File: src/rtl/smbus_pkg.sv
package smbus_pkg;
  localparam int BYTE_W = 8;
  localparam int OFS_W  = 7;

  typedef enum logic [2:0] {
    PH_IDLE,
    PH_RX,
    PH_RX_ACK,
    PH_TX,
    PH_TX_ACK
  } phase_e;

  typedef enum logic [1:0] {
    RL_ADDR,
    RL_CMD,
    RL_COUNT,
    RL_DATA
  } role_e;
endpackage

File: src/rtl/smbus_glitch_filter.sv
module smbus_glitch_filter #(
  parameter int SYNC = 2,
  parameter int FILT = 3
) (
  input  logic clk,
  input  logic rst,
  input  logic line_i,
  output logic line_o
);
  localparam int CW = $clog2(FILT + 1);

  logic [SYNC-1:0] sync_q;
  logic [CW-1:0]   cnt_q;

  always_ff @(posedge clk) begin
    if (rst) begin
      sync_q <= '1;
      line_o <= 1'b1;
      cnt_q  <= '0;
    end else begin
      sync_q <= {sync_q[SYNC-2:0], line_i};
      if (sync_q[SYNC-1] != line_o) begin
        if (cnt_q == CW'(FILT - 1)) begin
          line_o <= sync_q[SYNC-1];
          cnt_q  <= '0;
        end else begin
          cnt_q <= cnt_q + 1'b1;
        end
      end else begin
        cnt_q <= '0;
      end
    end
  end

  // a filtered change always adopts the synchronized level
  a_r1_filter_follows: assert property (@(posedge clk) disable iff (rst)
    !$stable(line_o) |-> line_o == $past(sync_q[SYNC-1]));
endmodule

File: src/rtl/smbus_regbank.sv
module smbus_regbank
  import smbus_pkg::*;
#(
  parameter int              NREG      = 8,
  parameter int              STRAP_W   = 2,
  parameter logic [BYTE_W-1:0] VENDOR_ID = 8'h08
) (
  input  logic                         clk,
  input  logic                         rst,
  input  logic                         wr_en,
  input  logic [OFS_W-1:0]             wr_addr,
  input  logic [BYTE_W-1:0]            wr_data,
  input  logic [OFS_W-1:0]             rd_addr,
  output logic [BYTE_W-1:0]            rd_data,
  input  logic [STRAP_W-1:0]           strap_i,
  output logic [(NREG-2)*BYTE_W-1:0]   cfg_o
);
  localparam int IW = $clog2(NREG);
  localparam logic [OFS_W-1:0] LAST_IDX = OFS_W'(NREG - 1);

  logic [BYTE_W-1:0] mem_q [NREG];
  logic              wr_ok;

  function automatic logic [BYTE_W-1:0] dflt(input int idx);
    case (idx)
      1:       return 8'h7F;
      2:       return 8'h00;
      3:       return 8'hFF;
      4:       return 8'h07;
      5:       return 8'hDF;
      6:       return 8'h03;
      default: return '0;
    endcase
  endfunction

  assign wr_ok = wr_en && (wr_addr != '0) && (wr_addr < LAST_IDX);

  always_ff @(posedge clk) begin
    if (rst) begin
      for (int i = 0; i < NREG; i++) mem_q[i] <= dflt(i);
    end else if (wr_ok) begin
      mem_q[wr_addr[IW-1:0]] <= wr_data;
    end
  end

  always_comb begin
    if (rd_addr == '0)            rd_data = BYTE_W'(strap_i);
    else if (rd_addr == LAST_IDX) rd_data = VENDOR_ID;
    else if (rd_addr < LAST_IDX)  rd_data = mem_q[rd_addr[IW-1:0]];
    else                          rd_data = '0;
  end

  for (genvar g = 1; g <= NREG - 2; g++) begin : g_cfg
    assign cfg_o[(g-1)*BYTE_W +: BYTE_W] = mem_q[g];
  end

  // without a write strobe the visible configuration never moves
  a_r3_hold_without_write: assert property (@(posedge clk) disable iff (rst)
    !wr_en |=> $stable(cfg_o));

  // strobes aimed at read-only or absent indices leave the bank unchanged
  a_r8_ro_ignored: assert property (@(posedge clk) disable iff (rst)
    (wr_en && (wr_addr == '0 || wr_addr >= LAST_IDX)) |=> $stable(cfg_o));
endmodule

File: src/rtl/smbus_regslave.sv
module smbus_regslave
  import smbus_pkg::*;
#(
  parameter logic [6:0]        ADDR7     = 7'h69,
  parameter int                NREG      = 8,
  parameter int                STRAP_W   = 2,
  parameter int                SYNC      = 2,
  parameter int                FILT      = 3,
  parameter int                BLK_COUNT = 8,
  parameter logic [BYTE_W-1:0] VENDOR_ID = 8'h08
) (
  input  logic                       clk,
  input  logic                       rst,
  input  logic                       scl_i,
  input  logic                       sda_i,
  input  logic [STRAP_W-1:0]         strap_i,
  output logic                       sda_oe_o,
  output logic [(NREG-2)*BYTE_W-1:0] cfg_o
);
  localparam int CW = $clog2(BYTE_W + 1);

  logic scl_f, sda_f, scl_d, sda_d;
  logic scl_rise, scl_fall, start_ev, stop_ev;

  phase_e            phase_q;
  role_e             role_q;
  logic              rw_q, blk_q, cnt_first_q, m_ack_q;
  logic [OFS_W-1:0]  ptr_q;
  logic [BYTE_W-1:0] rx_sh, tx_sh, rd_data, tx_next;
  logic [CW-1:0]     bit_cnt;
  logic              byte_done, wr_en;

  smbus_glitch_filter #(.SYNC(SYNC), .FILT(FILT)) u_scl_filt (
    .clk(clk), .rst(rst), .line_i(scl_i), .line_o(scl_f));
  smbus_glitch_filter #(.SYNC(SYNC), .FILT(FILT)) u_sda_filt (
    .clk(clk), .rst(rst), .line_i(sda_i), .line_o(sda_f));

  always_ff @(posedge clk) begin
    if (rst) begin
      scl_d <= 1'b1;
      sda_d <= 1'b1;
    end else begin
      scl_d <= scl_f;
      sda_d <= sda_f;
    end
  end

  assign scl_rise = scl_f & ~scl_d;
  assign scl_fall = ~scl_f & scl_d;
  assign start_ev = scl_f & scl_d & sda_d & ~sda_f;
  assign stop_ev  = scl_f & scl_d & ~sda_d & sda_f;

  assign byte_done = (phase_q == PH_RX) && scl_fall && (bit_cnt == CW'(BYTE_W));
  assign wr_en     = byte_done && (role_q == RL_DATA);
  assign tx_next   = cnt_first_q ? BYTE_W'(BLK_COUNT) : rd_data;

  smbus_regbank #(.NREG(NREG), .STRAP_W(STRAP_W), .VENDOR_ID(VENDOR_ID)) u_bank (
    .clk(clk), .rst(rst), .wr_en(wr_en), .wr_addr(ptr_q), .wr_data(rx_sh),
    .rd_addr(ptr_q), .rd_data(rd_data), .strap_i(strap_i), .cfg_o(cfg_o));

  always_ff @(posedge clk) begin
    if (rst) begin
      phase_q     <= PH_IDLE;
      role_q      <= RL_ADDR;
      rw_q        <= 1'b0;
      blk_q       <= 1'b0;
      cnt_first_q <= 1'b0;
      m_ack_q     <= 1'b0;
      ptr_q       <= '0;
      rx_sh       <= '0;
      tx_sh       <= '0;
      bit_cnt     <= '0;
      sda_oe_o    <= 1'b0;
    end else if (start_ev) begin
      phase_q  <= PH_RX;
      role_q   <= RL_ADDR;
      rw_q     <= 1'b0;
      bit_cnt  <= '0;
      sda_oe_o <= 1'b0;
    end else if (stop_ev) begin
      phase_q  <= PH_IDLE;
      sda_oe_o <= 1'b0;
    end else begin
      case (phase_q)
        PH_RX: begin
          if (scl_rise && bit_cnt < CW'(BYTE_W)) begin
            rx_sh   <= {rx_sh[BYTE_W-2:0], sda_f};
            bit_cnt <= bit_cnt + 1'b1;
          end else if (byte_done) begin
            phase_q  <= PH_RX_ACK;
            sda_oe_o <= 1'b1;
            case (role_q)
              RL_ADDR: begin
                if (rx_sh[BYTE_W-1:1] == ADDR7) begin
                  rw_q        <= rx_sh[0];
                  cnt_first_q <= blk_q;
                  role_q      <= RL_CMD;
                end else begin
                  phase_q  <= PH_IDLE;
                  sda_oe_o <= 1'b0;
                end
              end
              RL_CMD: begin
                blk_q  <= ~rx_sh[BYTE_W-1];
                ptr_q  <= rx_sh[BYTE_W-1] ? rx_sh[OFS_W-1:0] : '0;
                role_q <= rx_sh[BYTE_W-1] ? RL_DATA : RL_COUNT;
              end
              RL_COUNT: role_q <= RL_DATA;
              default:  ptr_q  <= ptr_q + 1'b1;
            endcase
          end
        end
        PH_RX_ACK: begin
          if (scl_fall) begin
            bit_cnt <= '0;
            if (rw_q) begin
              phase_q  <= PH_TX;
              tx_sh    <= tx_next;
              sda_oe_o <= ~tx_next[BYTE_W-1];
              if (cnt_first_q) cnt_first_q <= 1'b0;
              else             ptr_q       <= ptr_q + 1'b1;
            end else begin
              phase_q  <= PH_RX;
              sda_oe_o <= 1'b0;
            end
          end
        end
        PH_TX: begin
          if (scl_fall) begin
            if (bit_cnt == CW'(BYTE_W - 1)) begin
              phase_q  <= PH_TX_ACK;
              sda_oe_o <= 1'b0;
            end else begin
              tx_sh    <= tx_sh << 1;
              sda_oe_o <= ~tx_sh[BYTE_W-2];
              bit_cnt  <= bit_cnt + 1'b1;
            end
          end
        end
        PH_TX_ACK: begin
          if (scl_rise) m_ack_q <= ~sda_f;
          if (scl_fall) begin
            if (m_ack_q) begin
              phase_q  <= PH_TX;
              bit_cnt  <= '0;
              tx_sh    <= tx_next;
              sda_oe_o <= ~tx_next[BYTE_W-1];
              if (cnt_first_q) cnt_first_q <= 1'b0;
              else             ptr_q       <= ptr_q + 1'b1;
            end else begin
              phase_q <= PH_IDLE;
            end
          end
        end
        default: ;
      endcase
    end
  end

  // an idle slave never holds the data line
  a_r9_idle_released: assert property (@(posedge clk) disable iff (rst)
    (phase_q == PH_IDLE) |-> !sda_oe_o);

  // the slave starts pulling SDA only while the clock line is low
  a_r9_drive_scl_low: assert property (@(posedge clk) disable iff (rst)
    $rose(sda_oe_o) |-> !scl_f);

  // the receive bit counter never passes one byte
  a_r2_bitcnt_bound: assert property (@(posedge clk) disable iff (rst)
    bit_cnt <= CW'(BYTE_W));
endmodule

File: config.mk
export PLATFORM = sky130hd
export DESIGN_NAME = smbus_regslave
export DESIGN_NICKNAME = d
export VERILOG_FILES = /design/src/rtl/smbus_pkg.sv /design/src/rtl/smbus_glitch_filter.sv /design/src/rtl/smbus_regbank.sv /design/src/rtl/smbus_regslave.sv
export SDC_FILE = /design/constraint.sdc
export NUM_CORES = 1
export LEC_CHECK = 0
export ABC_AREA = 1
export BUFFER_PORTS_ARGS = -buffer_cell sky130_fd_sc_hd__buf_2
export CORE_MARGIN = 2
export CORE_UTILIZATION = 45
export CTS_BUF_LIST = sky130_fd_sc_hd__clkbuf_16
export DETAILED_ROUTE_END_ITERATION = 16
export GPL_ROUTABILITY_DRIVEN = 0
export GPL_TIMING_DRIVEN = 0
export PLACE_DENSITY = 0.67
export SLEW_MARGIN = 20
export SYNTH_ARGS = -nofsm -noshare
export SYNTH_HDL_FRONTEND = slang
export SYNTH_SLANG_ARGS = --single-unit
File: constraint.sdc
create_clock -name clk -period 2.5 [get_ports clk]
set_input_delay 0.25 -clock clk [delete_from_list [all_inputs] [get_ports clk]]
set_output_delay 0.25 -clock clk [all_outputs]
set_load 0.05 [all_outputs]
==> results of run 1 <==
==> power groups by stage <==
stage	registers [µW]	clock network [µW]	logic, µW
after CTS	2200	2360	1400
after floorplan	2370	0	916
after global placement	2230	0	1380
final	2200	2350	1420
after global routing	2210	2450	1580
after detailed placement	2240	0	1390
==> routing by layer <==
| metal | global-route usage [%] | vias up | wire [µm] |
|---|---|---|---|
| li1 | - | 2423 | - |
| met1 | 31.0 | 2366 | 6650 |
| met2 | 37.4 | 170 | 7070 |
| met3 | 6.17 | 27 | 846 |
| met4 | 9.56 | 0 | 377 |
| met5 | 0 | - | 0 |
==> worst max path at each step <==
stage / from / end / slack, ps / depth (start not counted)
2_1_floorplan: ptr_q[0] / u_bank.mem_q[0][0] / 180 / 9
3_3_place_gp: ptr_q[0] / u_bank.mem_q[2][3] / -250 / 9
3_5_place_dp: ptr_q[0] / u_bank.mem_q[6][7] / -270 / 9
4_1_cts: ptr_q[0] / u_bank.mem_q[2][6] / 2 / 10
5_1_grt: ptr_q[0] / u_bank.mem_q[6][5] / 40 / 10
6_report: ptr_q[0] / u_bank.mem_q[6][1] / 200 / 10
==> cell type report <==
class                           instances  area [µm²]  share of cell area [%]
Clock inverter                         14         123                    1.83
Tap cell                              168         210                    3.14
Buffer                                 17        65.1                   0.972
Sequential cell                       115        2940                    44.0
Clock buffer                           18         450                    6.73
Multi-Input combinational cell        489        2350                    35.1
Timing Repair Buffer                   55         290                    4.34
Inverter                               66         262                    3.91
==> cell usage after synthesis (9+ instances only) <==
| master | number | area [µm²] |
|---|---|---|
| inv_1 | 52 | 195 |
| nor2_1 | 109 | 409 |
| clkbuf_1 | 16 | 60.1 |
| nor3_1 | 12 | 60.1 |
| dfxtp_1 | 51 | 1020 |
| nand4_1 | 9 | 56.3 |
| a21oi_1 | 37 | 185 |
| ha_1 | 10 | 125 |
| o21ai_0 | 42 | 210 |
| edfxtp_1 | 64 | 1920 |
| nand3_1 | 41 | 205 |
| nand2_1 | 179 | 672 |
==> stage by stage <==
| stage | total power [µW] | instance area (µm²) | setup slack [ps] | util, % |
|---|---|---|---|---|
| floorplan | 3290 | 5600 | 178 | - |
| global placement | 3610 | 6080 | -250 | 50.4 |
| detailed placement | 3630 | 6080 | -274 | 50.4 |
| CTS | 5960 | 6680 | 2.41 | 55.3 |
| global route | 6250 | 6690 | 39.7 | 55.5 |
| finish | 5970 | 6690 | 203 | 55.5 |
==> cell families (layout without fill, tap and decap cells) <==
kind of cell | after synthesis | in the layout | synth area share (%)
other | 1 | 8 | 0.0673
AND/OR/NAND/NOR | 366 | 366 | 28.2
flip-flops | 115 | 115 | 52.8
AO/OA/AOI/OAI | 99 | 99 | 9.77
buffers and inverters | 83 | 170 | 5.86
adder cells (fa/ha/maj) | 10 | 10 | 2.25
multiplexers | 3 | 3 | 0.539
XOR/XNOR | 3 | 3 | 0.472
==> state kept, by name (all words and copies together) (netlist names), 2 cells and up, named ones only <==
signal,count
u_bank.mem_q,64
rx_sh,8
ptr_q,7
tx_sh,7
bit_cnt,4
phase_q,3
role_q,2
u_scl_filt.cnt_q,2
u_scl_filt.sync_q,2
u_sda_filt.cnt_q,2
u_sda_filt.sync_q,2
==> repair_timing <==
item	CTS	global route
gates resized for setup	1	7
setup buffers	1	0
endpoints found under the setup margin	81	63
pin swaps	1	0
hold endpoints to repair	0	0
==> impl_results.md, run 1 <==
- Path type of the worst setup path: flip-flop to flip-flop
- Critical path's most frequent cell: nand2_2
- # IOs: 55
- CTS root buf: clkbuf_16
- DP Wirelength: 10.7 mm
- Netlist cell types: 33
- Mean Syn Cell Area: approximately 8.2 µm²
- First-pass GRT wire length: around 23 mm
- Setup crit start kind: flip-flop
- Switching Fraction: between 30 and 40%
- Critical path buffer and inverter count: 3
- Largest net degree at the start of global routing: 17
- Critical path arrival: 2410 ps
- Hold Path Depth: 2
- CTS sink count: 115
- Largest delay share family, worst path: simple AND/OR/NAND/NOR gates
- Critical Path Sink Type: flip-flop
- Via-to-Cell Ratio: 5.29
- Slew @ Worst Pin: 961 ps
- Setup TNS Final: 0 ps
- Final WL: around 15 mm
- Total grt overflow: 0
- Die width: 115 µm
- Async SR Flop Fraction: 0%
- Power Density: 892 nW/µm²
- Drt pass-1 iters: 5
- Initial antenna violation count: 0
- CP max stage cell: dfxtp_2
- Final Cycle Share: 91.9%
- R2R Path Start: ptr_q[0]
- Max VDD drop: 0.440 mV
- DR vias: 4986
- Commonest non-fill, non-tap cell in the layout: nand2_1
- Critical Path Max Stage Delay: between 400 and 500 ps
- YS warnings: 0
- Post-synth EDFFs: 64
- Row cnt: 40
- Gr usage total: 23.6%
- Worst hold path type: input pin to flip-flop
- Slew HR: 35.9%
- Share of power burned in registers: 36.9%
- Cts hold-fix bufs: 0
- Min-Delay Startpoint: sda_i
- Drt wl/cell: 15.9 µm
- Final std cells w/o fill: 942
- R2r worst-path depth: 10
- Worst skew pair latency: ~430 ps
- Most frequent cells in the layout: 172 x nand2_1, 109 x nor2_1, 64 x edfxtp_1, 56 x inv_1, 55 x buf_2
- FF-to-FF setup slack: 200 ps
- RSZ-0062 raised after global routing: false
- Fill cells: around 1100
- PortBufs: 54
- R2R Path End: u_bank.mem_q[6][1]
- Lkg Pwr: 0.00282 µW
- Core area: between 10000 and 15000 µm²
- Yosys reg bits: approximately 120
- Max FO, Critical Path: 10
- Comb pwr share: 23.8%
- Die area: roughly 13000 µm²
- DRC Markers: 0
- CTS buffer count: 17
- Worst hold path endpoint: u_sda_filt.sync_q[0]
- # diodes: 0
- Remaining antenna violation count after routing: 0
- Die H: 115 µm
- CTS tree: built
- Clock power share: between 30% and 40%
- Final hold viol count: 0
- Area Growth Syn to Fin: 20.1%
- Clk_skew: a little over 9 ps
- Cells after synthesis: 680
- Hold slack: 6.85 ps
- P_int: 4010 µW
- Final setup fails: 0
- Initial Util: about 46%
- Fmax: 435 MHz
- DR iter-0 viols: 524
- CP cell instances: bufinv_8 -> ha_1 -> nand3_1 -> nor2_1 -> inv_1 -> nand2_2 -> nor3_4 -> buf_12 -> nand3_4 -> nand2_2
- Status: finished, final reports clean
- Reg clk slew, reported paths: 50 ps
- Critical Path RT: 2610 ps
- Switch Pwr: 1950 µW
- Max Cap Viol: 0
- Final nets: 777
- Placed Cells: 909
- Max Slew Vio Count: 0
- H-tree depth: 4
- Vias in the first global route: 4623
- Post-route minimum period: 2300 ps
- Share of post-route cells with drive strength above 1: roughly 15%
- Mapped Area: 5570 µm²
- Maximum clock insertion buffer count: 2
- Dominant synthesized flop cell: edfxtp_1
- Post-synthesis sequential area ratio: between 50% and 60%
(Power assumes the default switching activity.)
==> run 2, diff against run 1 <==
CTS_BUF_LIST = sky130_fd_sc_hd__clkbuf_2 sky130_fd_sc_hd__clkbuf_4 sky130_fd_sc_hd__clkbuf_8   (was sky130_fd_sc_hd__clkbuf_16)
==> impl_results.md, run 2 (synthesis gave the netlist of run 1 again) <==
- Drt pass-1 iters: 5 (unchanged)
- R2R Path End: u_bank.mem_q[6][5]
- Final setup fails: 0 (unchanged)
- Die area: 13300 µm² (unchanged)
- Lkg Pwr: 0.00275 µW (-2.4%)
- Top flop regs: u_bank.mem_q: 64 flops, rx_sh: 8 flops
- DRC Markers: 0 (unchanged)
- Register bank with the most flops: u_bank.mem_q
- Placed Cells: 909 (unchanged)
- DR WL met3: 993 µm (+17%)
- PortBufs: 54 (unchanged)
- Max Slew Vio Count: 0 (unchanged)
- CTS tree: built
- RSZ-0062 raised after global routing: false
- Setup crit start kind: flip-flop
- Vias in the first global route: 4591 (-0.69%)
- CP endpoint: u_bank.mem_q[6][5]
- Max FFs per register: 64 (unchanged)
- Met2 WL post-DR: 7.00 mm (-0.96%)
- Crit. Startpoint: ptr_q[0]
- Remaining antenna violation count after routing: 0 (unchanged)
- Post-route minimum period: 2300 ps (+6.21 ps)
- Largest net degree at the start of global routing: 17 (unchanged)
- Max FO, Critical Path: 10 (unchanged)
- Maximum clock insertion buffer count: 2 (unchanged)
- R2R Path Start: ptr_q[0]
- Max Cap Viol: 0 (unchanged)
- Critical Path Max Stage Delay: 420 ps (about the same)
- Fill cells: 1150 (+2.6%)
- Initial antenna violation count: 0 (unchanged)
- Final hold viol count: 0 (unchanged)
- R2r worst-path depth: 10 (unchanged)
- Clk_skew: 14.8 ps (+5.74 ps)
- Max VDD drop: 0.405 mV (-8.1%)
- DP Wirelength: 10.7 mm (unchanged)
- Final nets: 779 (+0.26%)
- Worst hold path type: input pin to flip-flop
- Drt wl/cell: 15.6 µm (-1.7%)
- Die width: 115 µm (unchanged)
- Die H: 115 µm (unchanged)
- Gr usage total: 23.3% (-0.30 points)
- Critical path arrival: 2440 ps (+30 ps)
- CTS sink count: 115 (unchanged)
- FF-to-FF setup slack: 200 ps (about the same)
- H-tree depth: 4 (unchanged)
- Initial Util: 46.2% (unchanged)
- # IOs: 55 (unchanged)
- Path type of the worst setup path: flip-flop to flip-flop
- Total grt overflow: 0 (unchanged)
- Core area: 12100 µm² (unchanged)
- Max layer used: met4
- Final Cycle Share: 92.1% (+0.25 points)
- Final std cells w/o fill: 944 (+0.21%)
- Utilization after layout: 54.4% (-1.1 points)
- Slew HR: 37.7% (+1.8 points)
- Reg clk slew, reported paths: 70 ps (+20 ps)
- DR vias: 4987 (+0.020%)
- Worst skew pair latency: 450 ps (+20 ps)
- Critical Path RT: 2640 ps (+30 ps)
- CTS root buf: clkbuf_8
- CP cell instances: bufinv_8 -> ha_1 -> nand3_1 -> nor2_1 -> inv_1 -> nand2_2 -> nor3_4 -> buf_12 -> nand3_4 -> nand2_2
- Power Density: 831 nW/µm² (-6.8%)
- DR iter-0 viols: 455 (-13%)
- Critical path's most frequent cell: nand2_2
- Most frequent cells in the layout: 172 x nand2_1, 109 x nor2_1, 64 x edfxtp_1, 55 x buf_2, 52 x inv_1
- Area Growth Syn to Fin: 17.7%
- CTS buffer count: 17 (unchanged)
- Status: finished, final reports clean
- Slew @ Worst Pin: 934 ps (-27.0 ps)
- First-pass GRT wire length: 23.2 mm (-1.0%)
- Via-to-Cell Ratio: 5.28 (-0.19%)
- Fmax: 434 MHz (-0.27%)
- Row cnt: 40 (unchanged)
- Critical Path Sink Type: flip-flop
- CP max stage cell: dfxtp_2
- M1 wire length: 6.41 mm (-3.6%)
- Final WL: 14.7 mm (-1.4%)
- Commonest non-fill, non-tap cell in the layout: nand2_1
- Share of post-route cells with drive strength above 1: 15.3% (+0.74 points)
- # diodes: 0 (unchanged)
==> run 2: how the worst min path moves through the flow <==
stage                         start                    to  cells after the start
2_1_floorplan                 scl_i  u_scl_filt.sync_q[0]                      1
3_3_place_gp   u_sda_filt.sync_q[0]  u_sda_filt.sync_q[1]                      1
3_5_place_dp    u_sda_filt.cnt_q[0]   u_sda_filt.cnt_q[0]                      1
4_1_cts                         rst  u_scl_filt.sync_q[1]                      2
5_1_grt                         rst  u_scl_filt.sync_q[1]                      2
6_report                 strap_i[1]              tx_sh[1]                      5
==> run 2: repair_timing <==
action	in CTS	in global routing
gates resized for setup	2	6
hold buffers	2	0
setup buffers	1	0
setup endpoints to repair	83	67
pin swaps	1	0
endpoints found under the hold margin	2	0
==> run 2: report_power, final <==
part / internal (µW) / leakage [µW] / switching [µW]
logic: 402 / 0.00149 / 1020
registers: 2110 / 0.00104 / 83.6
clock network: 1080 / 0.000218 / 754
total: 3600 / 0.00275 / 1850
==> run 2: per-layer routing <==
| layer | vias to the layer above | GRT usage, % |
|---|---|---|
| li1 | 2425 | - |
| met1 | 2338 | 30.9 |
| met2 | 196 | 37.1 |
| met3 | 28 | 5.27 |
| met4 | 0 | 9.48 |
| met5 | - | 0 |
==> run 2: per-stage QoR <==
step / instance area [µm²] / worst slack (ps) / total power [µW] / setup TNS (ps) / hold slack (ps)
after floorplan: 5600 / 178 / 3290 / 0 / 354
after global placement: 6080 / -250 / 3610 / -12820 / 396
after detailed placement: 6080 / -274 / 3630 / -14490 / 404
after CTS: 6550 / 4.34 / 5450 / 0 / 177
after global routing: 6560 / 35.5 / 5740 / 0 / 171
final: 6560 / 197 / 5450 / 0 / 179
==> run 2: final cells by class <==
class / instances / area, µm² / share of cell area (%)
plain buffers: 17 / 65.1 / 0.992
clock buffers: 23 / 292 / 4.44
clock inverters: 9 / 130 / 1.98
inverters: 66 / 262 / 3.99
multi-input cells: 489 / 2350 / 35.8
flip-flops and latches: 115 / 2940 / 44.9
well taps: 168 / 210 / 3.20
repair buffers: 57 / 310 / 4.73
==> run 2: worst max-delay path, delay by kind of cell, from the launching register on <==
| kind | cells | cell delay, ps |
|---|---|---|
| fa+ha+maj | 1 | 200 |
| buf+inv | 3 | 520 |
| flops | 1 | 420 |
| simple gates | 6 | 850 |
